--- config.mk ---
export PLATFORM = sky130hd
export DESIGN_NAME = halfint_clk_div
export DESIGN_NICKNAME = d
export VERILOG_FILES = /design/src/rtl/halfint_div_pkg.sv /design/src/rtl/halfint_ratio_hold.sv /design/src/rtl/halfint_timing.sv /design/src/rtl/halfint_wave.sv /design/src/rtl/halfint_clk_div.sv
export SDC_FILE = /design/constraint.sdc
export NUM_CORES = 1
export LEC_CHECK = 0
export BUFFER_PORTS_ARGS = -buffer_cell sky130_fd_sc_hd__buf_4
export CAP_MARGIN = 20
export CORE_MARGIN = 2
export CORE_UTILIZATION = 45
export CTS_CLUSTER_SIZE = 16
export DETAILED_ROUTE_END_ITERATION = 10
export MAX_ROUTING_LAYER = met4
export PLACE_DENSITY = 0.7
export SETUP_SLACK_MARGIN = 0.1
export SYNTH_ARGS = -nofsm -noshare
export SYNTH_HDL_FRONTEND = slang
export SYNTH_HIERARCHICAL = 1
export SYNTH_SLANG_ARGS = --single-unit
--- constraint.sdc ---
create_clock -name clk_i -period 3.1 [get_ports clk_i]
set_clock_uncertainty 0.05 [all_clocks]
set_input_delay 0.465 -clock clk_i [delete_from_list [all_inputs] [get_ports clk_i]]
set_output_delay 0.465 -clock clk_i [all_outputs]
set_load 0.05 [all_outputs]
--- src/rtl/halfint_div_pkg.sv ---
package halfint_div_pkg;
  localparam int SEL_W        = 5;
  localparam int NUM_RATIOS   = 22;
  localparam int HALF_STEPS   = 13;  // codes below this are the 1.5..7.5 group
  localparam int DEFAULT_CODE = 1;   // ratio 2
  localparam int HALF_W       = 6;   // 2*R, max 32
  localparam int CNT_W        = HALF_W + 2;  // 4R with prescale, max 128

  typedef logic [SEL_W-1:0]  sel_t;
  typedef logic [HALF_W-1:0] half_t;
  typedef logic [CNT_W-1:0]  cnt_t;

  // ratio expressed in half units (2*R)
  function automatic half_t half_units(sel_t code);
    if (code < SEL_W'(HALF_STEPS)) return HALF_W'(code) + HALF_W'(3);
    else                           return HALF_W'({code - SEL_W'(5), 1'b0});
  endfunction
endpackage

--- src/rtl/halfint_ratio_hold.sv ---
module halfint_ratio_hold
  import halfint_div_pkg::*;
(
  input  logic clk_i,
  input  logic rst_ni,
  input  sel_t sel_i,
  output sel_t code_o
);
  sel_t code_q;
  logic legal;

  assign legal  = sel_i < SEL_W'(NUM_RATIOS);
  assign code_o = legal ? sel_i : code_q;

  always_ff @(posedge clk_i or negedge rst_ni) begin
    if (!rst_ni) code_q <= SEL_W'(DEFAULT_CODE);
    else         code_q <= code_o;
  end
endmodule

--- src/rtl/halfint_timing.sv ---
module halfint_timing
  import halfint_div_pkg::*;
(
  input  sel_t code_i,
  input  logic hi_freq_i,
  input  logic prediv_en_i,
  output cnt_t period_o,
  output cnt_t high_o
);
  half_t h;
  half_t h_high;
  cnt_t  per_base;
  cnt_t  high_base;

  assign h         = half_units(code_i);
  // uneven split only for odd half units in high-frequency mode
  assign h_high    = (hi_freq_i && h[0]) ? h - HALF_W'(1) : h;
  assign per_base  = {1'b0, h, 1'b0};
  assign high_base = CNT_W'(h_high);

  assign period_o  = prediv_en_i ? {per_base[CNT_W-2:0], 1'b0}  : per_base;
  assign high_o    = prediv_en_i ? {high_base[CNT_W-2:0], 1'b0} : high_base;
endmodule

--- src/rtl/halfint_wave.sv ---
module halfint_wave
  import halfint_div_pkg::*;
(
  input  logic clk_i,
  input  logic rst_ni,
  input  cnt_t period_i,
  input  cnt_t high_i,
  output logic wrap_o,
  output logic wave_o,
  output logic start_o
);
  logic run_q;
  cnt_t cnt_q, cnt_nxt, per_q, high_q;
  logic wave_q, start_q;

  assign cnt_nxt = cnt_q + CNT_W'(1);
  assign wrap_o  = !run_q || (cnt_nxt == per_q);

  always_ff @(posedge clk_i or negedge rst_ni) begin
    if (!rst_ni) begin
      run_q   <= 1'b0;
      cnt_q   <= '0;
      per_q   <= '0;
      high_q  <= '0;
      wave_q  <= 1'b0;
      start_q <= 1'b0;
    end else begin
      run_q   <= 1'b1;
      start_q <= wrap_o;
      if (wrap_o) begin
        cnt_q  <= '0;
        per_q  <= period_i;
        high_q <= high_i;
        wave_q <= 1'b1;  // high time is never zero
      end else begin
        cnt_q  <= cnt_nxt;
        wave_q <= cnt_nxt < high_q;
      end
    end
  end

  assign wave_o  = wave_q;
  assign start_o = start_q;
endmodule

--- src/rtl/halfint_clk_div.sv ---
module halfint_clk_div
  import halfint_div_pkg::*;
(
  input  logic             clk_i,
  input  logic             rst_ni,
  input  logic [SEL_W-1:0] ratio_sel_i,
  input  logic             hi_freq_i,
  input  logic             prediv_en_i,
  output logic             clk_o,
  output logic             period_start_o
);
  sel_t code;
  cnt_t period, high;
  logic wrap;

  halfint_ratio_hold u_hold (
    .clk_i  (clk_i),
    .rst_ni (rst_ni),
    .sel_i  (ratio_sel_i),
    .code_o (code)
  );

  halfint_timing u_timing (
    .code_i      (code),
    .hi_freq_i   (hi_freq_i),
    .prediv_en_i (prediv_en_i),
    .period_o    (period),
    .high_o      (high)
  );

  halfint_wave u_wave (
    .clk_i    (clk_i),
    .rst_ni   (rst_ni),
    .period_i (period),
    .high_i   (high),
    .wrap_o   (wrap),
    .wave_o   (clk_o),
    .start_o  (period_start_o)
  );

  logic unused_wrap;
  assign unused_wrap = wrap;
endmodule

==> impl_metrics.tcl, run 1 <==
set metrics [dict create \
    portBuffers 10 \
    slowest_stage "dfrtp_1" \
    ys_seq_area_share_pct 36.0 \
    rsz0062_at_grt "no" \
    final_common_cell "dfrtp_1" \
    critPathKind "flop to flop" \
    syn-cell-area_um2 2230 \
    route.detailed.wl_per_inst_um 14.5 \
    async_flop_share_pct 100 \
    first_iter_violations 145 \
    ys_seq_elements 32 \
    vias 1569 \
    p_per_area_nw_per_um2 492 \
    switching_power_uw 386 \
    max_stage_delay_ns 0.44 \
    drc 0 \
    area_delta_synth_final_pct 10.1 \
    finalSetupTns_ns 0 \
    crit_arrival_ns 2.88 \
    drive_gt1_share_pct 22.4 \
    htree_levels 2 \
    ys_warn_count 6 \
    grt_max_degree 33 \
    clkPwrFrac_pct 25.1 \
    clkSinkCount 32 \
    crit_family "simple AND/OR/NAND/NOR gates" \
    reg2reg_slack_ns 0.34 \
    clk_pin_slew_ns 0.07 \
    relSlewSlack_pct 67.1 \
    fin_crit_ns 2.76 \
    antenna_found_initial 0 \
    cp-end-kind "flop" \
    syn_avg_cell_area_um2 10.5 \
    fp-row-count 25 \
    cts_setup_buffers 0 \
    drt_wl_total_um 4290 \
    drtAntennaViolNets 0 \
    clk_latency_ns 0.28 \
    combPwrFrac_pct 32.4 \
    numPlacedInstances 288 \
    ys.flop_type "dfrtp_1" \
    crit_chain "ha_1 -> xor3_1 -> nor3_2 -> nand4b_2 -> o41ai_4 -> buf_12 -> mux2_2" \
    drv_cap 0 \
    cts_tree "done" \
    crit_path_start_kind "flop" \
    io_pins 11 \
    crit_fanout 24 \
    via_per_inst 5.32 \
    ctsHoldBuffers 0 \
    p_int_uw 822 \
    setup_violations 0 \
    cts_resized 0 \
    clockBufferDepth 2 \
    nets 247 \
    worstReg2RegStart "u_wave/cnt_q[0]" \
    min_period_over_period_pct 89.0 \
    clock.fmax_mhz 362 \
    grt_overflow 0 \
    grt_pass1_wl_um 7560 \
    power.share.switching_pct 32.0 \
    root_buffer "clkbuf_8" \
    final_cell_mix "dfrtp_1 (31), nor2_1 (17), buf_4 (16)" \
    irDropWorstVdd_mv 0.273 \
    p_leak_uw 0.00119 \
    tightest_slew_ns 0.489 \
    worstHoldPathType "primary input to async pin" \
    timing.rr.end "u_wave/high_q[7]" \
    p_seq_share_pct 42.5 \
    synth_cells 213 \
    fp.dieW_um 74.4 \
    track_usage_pct 18.7 \
    synth_edf_count 0 \
    diodes 0 \
    fin_cells 295 \
    start_util_pct 46.9 \
    cp_num_buf_inv 1 \
    r2r_cells 7 \
    cts_inserted_buffers 5 \
    die_h_um 74.4 \
    dr.pass1.iters 4 \
    outcome "complete, no violations" \
    worstPathRequired_ns 3.22 \
    core_um2 4750 \
    hold_viol 0 \
    die_area_um2 5530 \
    place_hpwl_um 3050 \
    drv_slew 0 \
    routabilityCongestion 0.806 \
    ys_types 62 \
    grt_pass1_vias 1622 \
]
## stage by stage
stage	util (%)	hold WS, ns	power [µW]	setup WS [ns]	instance area (µm²)
after floorplan	-	0.119	817	0.250	2230
after global placement	50.0	0.385	897	0.109	2380
after detailed placement	50.0	0.386	909	0.0796	2380
after CTS	51.6	0.0785	1220	0.335	2450
after global routing	51.6	0.0933	1290	0.181	2450
final	51.6	0.0679	1210	0.341	2450
## synth_stat cells (all sizes together) (5+ instances only)
master | count | area (µm²)
a21oi | 8 | 40.0
buf | 7 | 68.8
dfrtp | 31 | 776
ha | 10 | 125
inv | 16 | 60.1
mux2 | 17 | 233
nand2 | 11 | 41.3
nor2 | 17 | 63.8
nor2b | 7 | 43.8
nor3 | 5 | 30.0
or2 | 5 | 31.3
xnor2 | 6 | 52.6
## worst reg2reg max path, cell delays in order (launching register included)
cell,delay (ns)
dfrtp_1,0.44
ha_1,0.26
xor3_1,0.44
nor3_2,0.29
nand4b_2,0.19
o41ai_4,0.37
buf_12,0.24
mux2_2,0.37
## how the worst max path moves through the flow
stage	from	endpoint	cells past startpoint
after CTS	u_wave/cnt_q[0]	u_wave/high_q[7]	7
final	u_wave/cnt_q[0]	u_wave/high_q[7]	7
after floorplan	ratio_sel_i[2]	u_wave/high_q[1]	14
after detailed placement	ratio_sel_i[2]	u_wave/high_q[1]	15
after global placement	ratio_sel_i[2]	u_wave/high_q[1]	15
after global routing	u_wave/cnt_q[0]	u_wave/high_q[7]	7
## power by group through the flow
stage	Clock (µW)	Sequential, µW	Combinational (µW)
floorplan	0	513	303
global placement	0	518	380
detailed placement	0	519	390
CTS	314	513	394
global route	333	520	434
finish	303	513	392
## routing by layer
| layer | wire, µm | up-vias | track usage [%] |
|---|---|---|---|
| met2 | 1990 | 21 | 29.3 |
| met3 | 127 | 8 | 4.47 |
| met1 | 2110 | 759 | 23.6 |
| li1 | - | 781 | - |
| met4 | 65 | 0 | 6.75 |
| met5 | 0 | - | - |
## registers in the layout, summed over array words and instances (netlist names)
name	count
u_wave/cnt_q	8
u_wave/wave_o	1
u_hold/code_q	5
u_wave/start_o	1
u_wave/run_q	1
u_wave/high_q	8
u_wave/per_q	8
## cell families after synthesis
| logic type | share of synthesized area (%) |
|---|---|
| other | 0.337 |
| XOR/XNOR | 8.14 |
| buffers and inverters | 6.28 |
| flip-flops | 36.0 |
| AND/OR/NAND/NOR | 15.1 |
| multiplexers | 11.8 |
| adder cells (fa/ha/maj) | 5.61 |
| AO/OA/AOI/OAI | 16.8 |
## layout make-up
type                            instances  area (µm²)
Fill cell                             452        2300
Multi-Input combinational cell        156        1290
Sequential cell                        32         802
Timing Repair Buffer                   17         140
Tap cell                               67        83.8
Clock buffer                            6        72.6
Inverter                               16        60.1
Clock inverter                          1        5.00
No activity file was read; power rests on OpenSTA's default activity.
==> inputs of run 2 (changes only) <==
Settings changed: PLACE_DENSITY 0.7 to 0.65, REMOVE_ABC_BUFFERS set to 1.
==> run 2 against run 1 <==
Clock power grew 47%; routed wire length shrank 3.9%; clock-buffer cell count grew 1; via count grew 1.8%; hold slack gained 0.0020 ns; combinational power is essentially flat; largest power group unchanged; largest cell class unchanged; worst setup slack gained 0.027 ns; cell count grew 0.68%; total power grew 11%.
==> impl_metrics.tcl, run 2 (synthesis results as in run 1) <==
set metrics [dict create \
    core_um2 4750 \
    drv_cap 0 \
    grt_pass1_vias 1448 \
    crit_path_start_kind "primary input" \
    vias 1598 \
    p_seq_share_pct 38.0 \
    wl_met2_um 1930 \
    drt_wl_total_um 4120 \
    antenna_found_initial 0 \
    power.share.switching_pct 29.1 \
    post-place-ws_ns 0.0771 \
    crit_arrival_ns 2.85 \
    switching_power_uw 392 \
    route.detailed.wl_per_inst_um 13.9 \
    routabilityCongestion 0.781 \
    highest_layer "met4" \
    tightest_slew_ns 0.639 \
    crit_fanout 4 \
    die_area_um2 5530 \
    ctsHoldBuffers 0 \
    whs_ns 0.0699 \
    p_per_area_nw_per_um2 536 \
    track_usage_pct 17.5 \
    irDropWorstVdd_mv 0.282 \
    fp-row-count 25 \
    setup_violations 0 \
    io_pins 11 \
    cts_inserted_buffers 5 \
    reg2reg_slack_ns 0.37 \
    diodes 0 \
    htree_levels 2 \
    drc 0 \
    start_util_pct 46.9 \
    setup_ws_ns 0.368 \
    multi_input_area_um2 1290 \
    clockBufferDepth 2 \
    clk_pin_slew_ns 0.07 \
    relSlewSlack_pct 57.4 \
    drv_slew 0 \
    rsz0062_at_grt "no" \
    combPwrFrac_pct 28.9 \
    worstPathRequired_ns 3.22 \
    finalSetupTns_ns 0 \
    portBuffers 10 \
    reg_top3 "u_wave/cnt_q: 8 flops, u_wave/high_q: 8 flops, u_wave/per_q: 8 flops" \
    dr_wl_met3_um 126 \
    cts_tree "done" \
    via_per_inst 5.38 \
    clkPwrFrac_pct 33.1 \
    die_h_um 74.4 \
    final_common_cell "dfrtp_1" \
    grt_max_degree 33 \
    hold_viol 0 \
    grt_overflow 0 \
    worstReg2RegStart "u_wave/cnt_q[0]" \
    grt_pass1_wl_um 7080 \
    post_dp_cell_area_um2 2380 \
    final_cell_mix "dfrtp_1 (31), buf_4 (17), nor2_1 (17)" \
    cts_setup_buffers 0 \
    fin_crit_ns 2.73 \
    finalInstanceArea_um2 2510 \
    routedLengthMet1_um 2030 \
    root_buffer "clkbuf_8" \
    timing.rr.end "u_wave/high_q[2]" \
    p_total_uw 1340 \
    worstHoldPathType "primary input to async pin" \
    cp-end-kind "flop" \
    ff_latch_area_um2 802 \
    area_delta_synth_final_pct 12.6 \
    min_period_over_period_pct 88.1 \
    fp.dieW_um 74.4 \
    dr.pass1.iters 4 \
    outcome "complete, no violations" \
    clk_latency_ns 0.28 \
    nFillCells 475 \
    clock.fmax_mhz 366 \
    drtAntennaViolNets 0 \
    place_hpwl_um 2840 \
    cts_resized 0 \
    p_int_uw 953 \
    nets 248 \
    r2r_cells 7 \
    first_iter_violations 114 \
    clkSinkCount 32 \
    drive_gt1_share_pct 23.5 \
    critPathKind "primary input to flop" \
    p_leak_uw 0.00122 \
]
run 2: changes by cell type in the layout (fill, tap and decap cells not counted):
cell       change
clkbuf_8       +2
clkinv_2       -1
bufinv_16      +1
clkbuf_1       -1
buf_4          +1
run 2: critical path, stage by stage:
cell,delay [ns]
buf_4,0.12
a21o_1,0.18
nand2_1,0.09
mux2_4,0.30
inv_1,0.06
ha_1,0.26
a211o_1,0.27
nand2_1,0.08
nand2_1,0.07
ha_1,0.26
and3b_1,0.15
o21ai_1,0.07
nand3_1,0.12
o211ai_2,0.09
mux2_2,0.26
run 2: how the worst max path moves through the flow:
stage / startpoint / end / slack (ns) / cells past startpoint
4_1_cts: u_wave/cnt_q[0] / u_wave/high_q[2] / 0.35 / 7
3_3_place_gp: ratio_sel_i[2] / u_wave/high_q[1] / 0.12 / 15
3_5_place_dp: ratio_sel_i[2] / u_wave/high_q[2] / 0.08 / 15
5_1_grt: ratio_sel_i[2] / u_wave/high_q[2] / 0.20 / 15
2_1_floorplan: u_wave/cnt_q[0] / u_wave/high_q[1] / 0.003 / 6
6_report: ratio_sel_i[2] / u_wave/high_q[2] / 0.37 / 15
run 2: area by class of cell:
| type | count | share of cell area [%] |
|---|---|---|
| multi-input cells | 156 | 51.4 |
| well taps | 67 | 3.34 |
| inverters | 16 | 2.39 |
| clock buffers | 7 | 3.84 |
| repair buffers | 18 | 5.88 |
| flip-flops and latches | 32 | 31.9 |
| clock inverters | 1 | 1.20 |
run 2: power by group through the flow:
stage	Combinational, µW	Sequential, µW	Clock, µW
after floorplan	287	513	0
after global placement	382	518	0
after detailed placement	387	519	0
after CTS	391	512	457
after global routing	435	519	476
final	389	511	445
run 2: per-layer routing:
layer | GRT usage (%) | up-vias
met5 | - | -
met4 | 5.56 | 0
met2 | 24.7 | 26
met3 | 4.88 | 5
li1 | - | 789
met1 | 24.3 | 778
run 2: stage by stage:
step                      utilization [%]  std cells
after global placement               50.2        289
after floorplan                         -        204
final                                52.8        297
after global routing                 52.8        297
after detailed placement             50.2        289
after CTS                            52.8        297
